==> src/rtl/dbg_byte_dr.sv <==
module dbg_byte_dr #(
  parameter int W = 8,
  parameter logic [W-1:0] PAD = 8'hAA,
  parameter logic [W-1:0] ESC = 8'h55
) (
  input  logic         tck,
  input  logic         trst_n,
  input  logic         sel,
  input  logic         capture,
  input  logic         shift,
  input  logic         update,
  input  logic         tdi,
  output logic         tdo,
  output logic [W-1:0] rx_data,
  output logic         rx_valid,
  input  logic         rx_ready,
  input  logic [W-1:0] tx_data,
  input  logic         tx_valid,
  output logic         tx_ready
);
  localparam int CW = (W > 1) ? $clog2(W) : 1;
  localparam logic [CW-1:0] LAST = CW'(W - 1);

  logic [W-1:0]  rx_sr, tx_sr, esc_val, nb;
  logic [CW-1:0] rx_cnt, tx_cnt;
  logic          lead, fresh, is_pad, esc_pend, npad, stuff;
  logic          sh, cap, rx_last, tx_edge, load;

  assign sh      = sel & shift;
  assign cap     = sel & capture;
  assign rx_last = sh && (rx_cnt == LAST);
  assign tx_edge = sh && !lead && (tx_cnt == LAST);
  assign load    = (cap && !(fresh && !is_pad)) || tx_edge;
  assign stuff   = (tx_data == PAD) || (tx_data == ESC);
  assign tx_ready = load && !esc_pend && tx_valid;
  assign tdo     = lead ? 1'b0 : tx_sr[0];

  always_comb begin
    npad = 1'b0;
    if (esc_pend)      nb = esc_val ^ ESC;
    else if (tx_valid) nb = stuff ? ESC : tx_data;
    else begin
      nb   = PAD;
      npad = 1'b1;
    end
  end

  always_ff @(posedge tck or negedge trst_n) begin
    if (!trst_n) begin
      rx_sr    <= '0;
      rx_cnt   <= '0;
      rx_data  <= '0;
      rx_valid <= 1'b0;
    end else begin
      if (cap) rx_cnt <= '0;
      else if (sh) begin
        rx_sr  <= {tdi, rx_sr[W-1:1]};
        rx_cnt <= rx_last ? '0 : rx_cnt + 1'b1;
      end
      if (rx_last) begin
        rx_data  <= {tdi, rx_sr[W-1:1]};
        rx_valid <= 1'b1;
      end else if (rx_valid && rx_ready) rx_valid <= 1'b0;
    end
  end

  always_ff @(posedge tck or negedge trst_n) begin
    if (!trst_n) begin
      tx_sr    <= PAD;
      tx_cnt   <= '0;
      lead     <= 1'b0;
      fresh    <= 1'b1;
      is_pad   <= 1'b1;
      esc_pend <= 1'b0;
      esc_val  <= '0;
    end else begin
      if (cap) begin
        lead   <= 1'b1;
        tx_cnt <= '0;
      end else if (sh) begin
        if (lead) lead <= 1'b0;
        else begin
          tx_cnt <= (tx_cnt == LAST) ? '0 : tx_cnt + 1'b1;
          tx_sr  <= {1'b0, tx_sr[W-1:1]};
          fresh  <= 1'b0;
        end
      end
      if (load) begin
        tx_sr  <= nb;
        fresh  <= 1'b1;
        is_pad <= npad;
        if (esc_pend) esc_pend <= 1'b0;
        else if (tx_valid && stuff) begin
          esc_pend <= 1'b1;
          esc_val  <= tx_data;
        end
      end
    end
  end

  a_r1_rise_needs_shift: assert property (@(posedge tck) disable iff (!trst_n)
    $rose(rx_valid) |-> $past(sel && shift));
  a_r2_update_no_delivery: assert property (@(posedge tck) disable iff (!trst_n)
    (update && !shift) |=> !$rose(rx_valid));
  a_r3_capture_aligns: assert property (@(posedge tck) disable iff (!trst_n)
    (sel && capture) |=> (rx_cnt == '0 && tx_cnt == '0));
  a_r4_unselected_idle: assert property (@(posedge tck) disable iff (!trst_n)
    !sel |=> ($stable(rx_cnt) && $stable(tx_cnt) && !$rose(rx_valid)));
  a_r5_filler_first: assert property (@(posedge tck) disable iff (!trst_n)
    (sel && capture) |=> (tdo == 1'b0));
  a_r7_marker_loaded: assert property (@(posedge tck) disable iff (!trst_n)
    $rose(esc_pend) |-> (tx_sr == ESC));
  a_r10_take_only_offered: assert property (@(posedge tck) disable iff (!trst_n)
    tx_ready |-> tx_valid);
endmodule

==> config.mk <==
export PLATFORM = sky130hd
export DESIGN_NAME = dbg_byte_dr
export DESIGN_NICKNAME = d
export VERILOG_FILES = /design/src/rtl/dbg_byte_dr.sv
export SDC_FILE = /design/constraint.sdc
export NUM_CORES = 1
export LEC_CHECK = 0
export ABC_AREA = 1
export CAP_MARGIN = 25
export CORE_MARGIN = 2
export CORE_UTILIZATION = 30
export CTS_CLUSTER_DIAMETER = 60
export CTS_CLUSTER_SIZE = 25
export DETAILED_ROUTE_END_ITERATION = 6
export SETUP_SLACK_MARGIN = 0.05
export SYNTH_ARGS = -nofsm -noshare
export SYNTH_HDL_FRONTEND = slang
export SYNTH_SLANG_ARGS = --single-unit
export TNS_END_PERCENT = 10
==> constraint.sdc <==
create_clock -name tck -period 3.2 [get_ports tck]
set_input_delay 0.64 -clock tck [delete_from_list [all_inputs] [get_ports tck]]
set_output_delay 0.64 -clock tck [all_outputs]
set_load 0.05 [all_outputs]
* After elaboration in Yosys (flattened, before gate mapping)
Cells that the tools add are included.
Word-level totals: bits in registers 43, bits in latches 0, memory bits (writable) 0, bits in read-only memories 0, input bits 17, output and inout port bits 11, logic and storage cells 74, memories 0
Operators by class: add/subtract/negate cells 2, multipliers 0, divide/modulo/power cells 0, $lt $le $gt $ge 0, equal/unequal tests 7, shift operators 0, muxes and demuxes 27, bitwise logic cells 5, reductions and logical operators 22
Operator list (count):
- $mux W8 | 7
- $mux W3 | 7
- $mux W1 | 13
- $logic_and A1 B1 Y1 | 9
- $eq A8 B7 Y1 const B | 1
- $eq A8 B8 Y1 const B | 1
- $add A3 B1 Y3 const B | 2
- $eq A3 B3 Y1 const B | 2
- $ne A2 B1 Y1 const B | 3
- $reduce_and A3 Y1 | 2
- $reduce_bool A2 Y1 | 3
- $logic_not A1 Y1 | 4
- $not A4 Y4 | 1
- $reduce_and A2 Y1 | 2
- $and A1 B1 Y1 | 2
- $logic_or A1 B1 Y1 | 2
- $not A1 Y1 | 2

* Depth between registers and ports, before layout
Gate-level depths: netlist of the first run.
word-level depth 7, depth in mapped cells 9, mapped depth without buffers 9

* Worst setup path after synthesis of the first run
Ideal clock, no wire load.
path kind input to output, start in sel, end out tx_ready, arrival 1.291 ns, required time 2.560 ns, setup slack 1.269 ns, cell stages on the path 4, buffers on the path 0, cells stage by stage nand2_4 -> nor2_8 -> nand2_4 -> a21oi_4
Between the ends: longest elaborated chain between the ends 6, elaborated cells on any way between the ends 8, classes of those cells bitwise: 2; reduce/logical: 6
Ends and longest elaborated chain:
- start, declared | line 8 | input logic sel,
- $and A1 B1 Y1 | line 29 | assign sh = sel & shift;
- $logic_and A1 B1 Y1 (2 in series) | line 32 | assign tx_edge = sh && !lead && (tx_cnt == LAST);
- $logic_or A1 B1 Y1 * | line 33 | assign load = (cap && !(fresh && !is_pad)) || tx_edge;
- $logic_and A1 B1 Y1 * (2 in series) | line 35 | assign tx_ready = load && !esc_pend && tx_valid;
- end, declared | line 19 | output logic tx_ready
Every way passes the cells marked *; elsewhere a longest branch is shown, timed or not.

* Worst setup path in the final report of the first run
Ends and elaborated chain as after synthesis.

==> results.txt, run 1 <==
----------------------------------------------------
[STA]
  Largest clock skew in the final design ... 0.0118 ns
  Actual slew at the worst max-slew pin ... 0.503 ns
  Total negative slack ... 0 ns
  Endpoints failing hold ... 0
  Max-slew violation count ... 0
  Final hold slack ... 0.139 ns
  Worst slew margin relative to its limit ... 66.3%
  Minimum clock period ... 2.62 ns
  Setup violations, final ... 0
  F_max ... 0.382 GHz
  Setup repair after global routing missed its margin ... false
  Fraction of the cycle the final worst path needs ... 81.9%

[Run status]
  Run status ... complete, no violations

[Routing]
  Number of DRC markers after the initial detailed-route iteration ... 56
  First-pass iteration count of the detailed router ... 4
  Post-DR wirelength/cell ... 11.1 um
  Count of antenna-violating nets left after detailed routing ... 0
  Wire length after detailed routing ... 3970 um
  Vias ... 1595
  Average vias per placed instance ... 4.46
  DRC violations left ... 0

[Global routing]
  Largest net degree at the start of global routing ... 43
  Busiest grt layer ... met2
  Fraction of met1 tracks used by global routing ... 16.5%
  Gr ovfl total ... 0
  Vias in the first global route ... 1604
  First-pass GRT wire length ... 7180 um
  GR Util All Layers ... 12.0%
  Global routing met3 resource utilization ... 2.38%
  Met2 Track Usage GR ... 18.5%
  Initial antenna violation count ... 0

[Worst setup path]
  Worst Setup End Kind ... output pin
  Reg2reg start ... tx_cnt[0]
  Biggest fanout along the worst timing path ... 7
  Launch point of the worst path ... sel
  Class of the most critical setup path ... input port to output pin
  Worst setup path endpoint ... tx_ready
  Arrival time reported for the critical path endpoint ... 1.98 ns
  Endpoint of the worst-slack reg-to-reg timing path ... tx_sr[4]
  Slack of the worst reg-to-reg path ... 1.38 ns
  Data required time at the worst endpoint ... 2.56 ns
  Worst-case reg-to-reg path depth ... 8
  Startpoint Class ... input port

[Layout]
  Most frequent standard cell in the layout excluding fill and tap cells ... sky130_fd_sc_hd__nand2_1
  Fin util ... 37.2%
  Layout cell share with drive strength beyond 1 ... 11.9%
  Synth-to-layout area growth ... 21.9%
  Area of the multi-input gates ... 846 um^2
  Net total in the final layout ... 298
  Diodes inserted ... 0
  Combined flip-flop and latch cell area ... 1060 um^2
  Filler Cell Count ... 702
  Leading cell types in the layout, fill and taps excluded ... sky130_fd_sc_hd__nand2_1 (78), sky130_fd_sc_hd__dfrtp_1 (36), sky130_fd_sc_hd__nor2_1 (29)

[Synthesis]
  Synthesized instance count ... 246
  Post-synth net total ... 267
  Post-synthesis area per instance ... 8.30 um^2
  Register area share after synthesis ... 51.9%
  Flip-flop and latch count after synthesis ... 42
  Distinct cell type count after synthesis ... 23
  Yosys warns ... 0
  Combined area of all synthesized cells ... 2040 um^2

[Floorplan]
  I/O pin cnt ... 28
  Vertical die dimension ... 86.5 um
  Number of cell rows ... 30
  Area of the core ... 6680 um^2
  Die area ... 7480 um^2
  Effective utilization at floorplan ... 30.5%
  Die extent in x ... 86.5 um

[Power and ir drop]
  Power density normalized to cell area ... 518 nW/um^2
  Static power due to leakage ... 1.29 nW
  Peak supply drop ... 0.000344 V

[CTS]
  Clk_lat worst skew ... 0.30 ns
  Number of instances resized during post-cts repair ... 0
  Clock edge transition at the registers on the reported setup and hold paths ... 0.08 ns
  Clk buf depth ... 2
  Clock tree from TritonCTS ... built
  Buffer count from post-CTS setup fixing ... 0
  CTS Buf Count ... 5
  Number of sinks driven by the clock tree ... 42
  Root cell of the clock tree ... sky130_fd_sc_hd__clkbuf_8
  Number of hold-repair buffers added at the cts stage ... 0
  Depth of the CTS H-tree ... 2

[Placed design]
  Count of port buffers added during placement ... 26
  Hpwl dp ... 2890 um
  Final weighted congestion in routability-driven placement ... 0.814

[Job]
  Total of max-cap violations ... 0

[Hold path]
  HP Class ... input port to async pin

----------------------------------------------------
-- cell families after synthesis --
| kind of cell | count (synthesis) | synth area share, % |
|---|---|---|
| AO/OA/AOI/OAI | 33 | 9.63 |
| adder cells (fa/ha/maj) | 4 | 2.45 |
| buffers and inverters | 32 | 6.68 |
| flip-flops | 42 | 51.9 |
| multiplexers | 2 | 1.10 |
| AND/OR/NAND/NOR | 133 | 28.3 |
-- layer usage --
metal / vias up / share of wire [%] / wire length (um)
met1: 720 / 51 / 2010
met5: - / 0 / 0
met2: 28 / 44 / 1740
met4: 0 / 2.2 / 87
met3: 9 / 3.6 / 144
li1: 838 / - / -
-- flip-flops by register name, indices dropped and copies added, names as in the netlist --
name      cells
esc_val       8
rx_data       8
tx_sr         8
rx_sr         7
rx_cnt        3
tx_cnt        3
esc_pend      1
fresh         1
is_pad        1
lead          1
rx_valid      1
-- stage by stage --
stage                     area [um^2]  cells  setup slack (ns)  power [mW]
after CTS                        2470    357             0.567        1.30
after floorplan                  2040    246              1.27       0.873
final                            2490    358             0.579        1.29
after detailed placement         2380    349             0.576       0.959
after global placement           2380    349             0.581       0.955
after global routing             2490    358             0.507        1.38
-- cell usage after synthesis --
master | count | area (um^2)
sky130_fd_sc_hd__a21oi_1 | 4 | 20.0
sky130_fd_sc_hd__a21oi_4 | 1 | 16.3
sky130_fd_sc_hd__buf_2 | 1 | 5.00
sky130_fd_sc_hd__buf_6 | 2 | 22.5
sky130_fd_sc_hd__clkbuf_1 | 1 | 3.75
sky130_fd_sc_hd__clkinv_1 | 1 | 3.75
sky130_fd_sc_hd__dfrtp_1 | 36 | 901
sky130_fd_sc_hd__dfstp_2 | 6 | 158
sky130_fd_sc_hd__ha_1 | 4 | 50.1
sky130_fd_sc_hd__inv_1 | 27 | 101
sky130_fd_sc_hd__mux2_2 | 2 | 22.5
sky130_fd_sc_hd__nand2_1 | 78 | 293
sky130_fd_sc_hd__nand2_2 | 3 | 18.8
sky130_fd_sc_hd__nand2_4 | 3 | 33.8
sky130_fd_sc_hd__nand3_1 | 17 | 85.1
sky130_fd_sc_hd__nor2_1 | 29 | 109
sky130_fd_sc_hd__nor2_4 | 1 | 11.3
sky130_fd_sc_hd__nor2_8 | 1 | 20.0
sky130_fd_sc_hd__o21ai_0 | 19 | 95.1
sky130_fd_sc_hd__o21ai_1 | 3 | 15.0
sky130_fd_sc_hd__o21ai_2 | 4 | 35.0
sky130_fd_sc_hd__o31ai_1 | 2 | 15.0
sky130_fd_sc_hd__or2_2 | 1 | 6.26
-- final cells by class --
class | count | area share [%]
multi-input combinational | 172 | 34.0
timing repair buffer | 28 | 11.8
clock buffer | 6 | 2.92
sequential | 42 | 42.5
inverter | 28 | 4.22
clock inverter | 2 | 0.553
tap | 80 | 4.02
-- worst min path at each step --
stage                     slack [ns]         end  cells past startpoint
after global routing            0.12    rx_valid                      1
after detailed placement        0.46    tx_sr[1]                      2
after floorplan                 0.34    esc_pend                      0
after global placement          0.45  esc_val[0]                      2
final                           0.14  rx_data[5]                      1
after CTS                       0.47    tx_sr[7]                      2
-- where the power goes --
group	total, mW	internal, mW	switching, mW
sequential	0.691	0.642	0.0487
combinational	0.260	0.104	0.156
clock	0.338	0.154	0.184
total	1.29	0.900	0.389
-- critical path, cell delays in order --
cell and delay [ns]:
sky130_fd_sc_hd__clkdlybuf4s50_1 0.58, sky130_fd_sc_hd__nand2_4 0.13, sky130_fd_sc_hd__nor2_8 0.12, sky130_fd_sc_hd__nand2_4 0.07
sky130_fd_sc_hd__a21oi_4 0.27, sky130_fd_sc_hd__buf_12 0.18
Power figures use the tool's default switching activity.
==> run 2: changes to the inputs <==
Clock period 3.2 ns to 2.35 ns, I/O delays scaled along.
==> run 2 against run 1 <==
Against the previous run:
- final cell count up 1.1%
- clock skew fell by 0.0049 ns
- sequential share of layout area is 0.69 points lower
- critical path type unchanged
==> results.txt, run 2 (synthesis results as in run 1) <==
----------------------------------------------------
[Worst setup path]
  Most used cell along the critical path ... sky130_fd_sc_hd__nand2_4
  Arrival time reported for the critical path endpoint ... 1.71 ns
  Class of the most critical setup path ... input port to output pin
  Critical path depth ... 6
  Worst-case reg-to-reg path depth ... 8
  Number of buffers and inverters on the critical path ... 2
  Cell type group with the largest total delay on the critical path ... buffers and inverters
  Data required time at the worst endpoint ... 1.88 ns
  Worst Setup End Kind ... output pin
  Biggest fanout along the worst timing path ... 7
  Crit-path cells ... clkdlybuf4s50_1 > nand2_4 > nor2_8 > nand2_4 > a21oi_4 > buf_12
  Worst path slowest cell ... sky130_fd_sc_hd__clkdlybuf4s50_1
  Worst path max stage delay ... 0.58 ns
  Startpoint Class ... input port

[Floorplan]
  Vertical die dimension ... 86.5 um
  Die extent in x ... 86.5 um
  Area of the core ... 6680 um^2
  I/O pin cnt ... 28
  Number of cell rows ... 30
  Die area ... 7480 um^2
  Effective utilization at floorplan ... 30.5%

[Routing]
  DRC violations left ... 0
  Average vias per placed instance ... 4.52
  Met1 wire length ... 1970 um
  Length of routed met2 wiring ... 1910 um
  Top Metal Used ... met4
  Wire length after detailed routing ... 4110 um
  Met3 routed wirelength ... 195 um
  Vias ... 1635
  First-pass iteration count of the detailed router ... 4
  Post-DR wirelength/cell ... 11.4 um
  Number of DRC markers after the initial detailed-route iteration ... 73
  Count of antenna-violating nets left after detailed routing ... 0

[STA]
  Worst slew margin relative to its limit ... 64.8%
  Max-slew violation count ... 0
  Largest clock skew in the final design ... 0.00692 ns
  Actual slew at the worst max-slew pin ... 0.528 ns
  Endpoints failing hold ... 0
  F_max ... 0.458 GHz
  Setup repair after global routing missed its margin ... false
  Final hold slack ... 0.243 ns
  Minimum clock period ... 2.18 ns
  Setup violations, final ... 0
  Slack of the critical path ... 0.169 ns
  Total negative slack ... 0 ns
  Fraction of the cycle the final worst path needs ... 92.8%

[Global routing]
  Gr ovfl total ... 0
  Largest net degree at the start of global routing ... 43
  Vias in the first global route ... 1593
  First-pass GRT wire length ... 7120 um
  GR Util All Layers ... 11.9%
  Initial antenna violation count ... 0

[Power and ir drop]
  Peak supply drop ... 0.000358 V
  Power density normalized to cell area ... 738 nW/um^2
  Total design power ... 1.87 mW
  Static power due to leakage ... 1.31 nW
  Sw Ratio ... 28.4%
  Sequential Power Share ... 50.5%
  Clk network pwr share ... 30.3%
  Internal power consumption ... 1.34 mW
  Switch Pwr ... 0.530 mW
  Relative contribution of combinational cells to total power ... 19.3%

[CTS]
  Clk_lat worst skew ... 0.29 ns
  Buffer count from post-CTS setup fixing ... 0
  Number of hold-repair buffers added at the cts stage ... 0
  Depth of the CTS H-tree ... 2
  Number of sinks driven by the clock tree ... 42
  CTS Buf Count ... 5
  Clk buf depth ... 2
  Clock tree from TritonCTS ... built
  Clock edge transition at the registers on the reported setup and hold paths ... 0.08 ns
  Number of instances resized during post-cts repair ... 0
  Root cell of the clock tree ... sky130_fd_sc_hd__clkbuf_8

[Run status]
  Run status ... complete, no violations

[Hold path]
  HP Class ... input port to async pin

[Layout]
  Top flop regs ... esc_val x8, rx_data x8, tx_sr x8
  Fin util ... 37.9%
  Layout cell share with drive strength beyond 1 ... 13.1%
  Filler Cell Count ... 696
  Synth-to-layout area growth ... 24.0%
  Most frequent standard cell in the layout excluding fill and tap cells ... sky130_fd_sc_hd__nand2_1
  Combined flip-flop and latch cell area ... 1060 um^2
  Leading cell types in the layout, fill and taps excluded ... sky130_fd_sc_hd__nand2_1 (78), sky130_fd_sc_hd__dfrtp_1 (36), sky130_fd_sc_hd__nor2_1 (29)
  Final instance count without filler cells ... 362
  Net total in the final layout ... 302
  Post-route design area ... 2530 um^2
  Diodes inserted ... 0
  Area of the multi-input gates ... 846 um^2

[Placed design]
  Final weighted congestion in routability-driven placement ... 0.835
  Count of port buffers added during placement ... 26
  Worst setup slack after placement ... 0.173 ns
  Placed cell count ... 354
  Area post-placement ... 2420 um^2
  Hpwl dp ... 3050 um

[Job]
  Total of max-cap violations ... 0

----------------------------------------------------
-- run 2: changes by cell type in the layout (fill, tap and decap cells not counted) --
cell                         delta
sky130_fd_sc_hd__clkinvlp_4     +1
sky130_fd_sc_hd__buf_12         -1
sky130_fd_sc_hd__clkinv_4       -1
sky130_fd_sc_hd__buf_4          +5
sky130_fd_sc_hd__clkinv_2       -1
sky130_fd_sc_hd__bufinv_16      +1
-- run 2: per-layer routing --
layer	global-route usage, %	vias up
li1	-	842
met1	16.4	758
met2	18.3	33
met3	2.76	2
met4	4.26	0
met5	0	-
-- run 2: final timing paths --
| check | from | endpoint | slack, ns |
|---|---|---|---|
| max | sel | tx_ready | 0.17 |
| min | trst_n | rx_valid | 0.24 |
| max reg2reg | tx_cnt[0] | tx_sr[2] | 0.58 |
| min reg2reg | tx_sr[5] | tx_sr[5] | 0.47 |
| max in group asynchronous | trst_n | tx_sr[7] | 1.73 |
| min in group tck | tx_sr[5] | tx_sr[5] | 0.47 |
-- run 2: power groups by stage --
stage | sequential (mW) | clock (mW) | combinational (mW)
global placement | 0.951 | 0 | 0.358
floorplan | 0.935 | 0 | 0.254
detailed placement | 0.953 | 0 | 0.363
finish | 0.942 | 0.565 | 0.359
CTS | 0.941 | 0.585 | 0.365
global route | 0.955 | 0.609 | 0.417
-- run 2: cell type report --
type	instances	share of cell area, %
sequential	42	41.8
multi-input combinational	172	33.4
timing repair buffer	32	12.3
inverter	28	4.15
tap	80	3.96
clock buffer	6	2.87
clock inverter	2	1.48
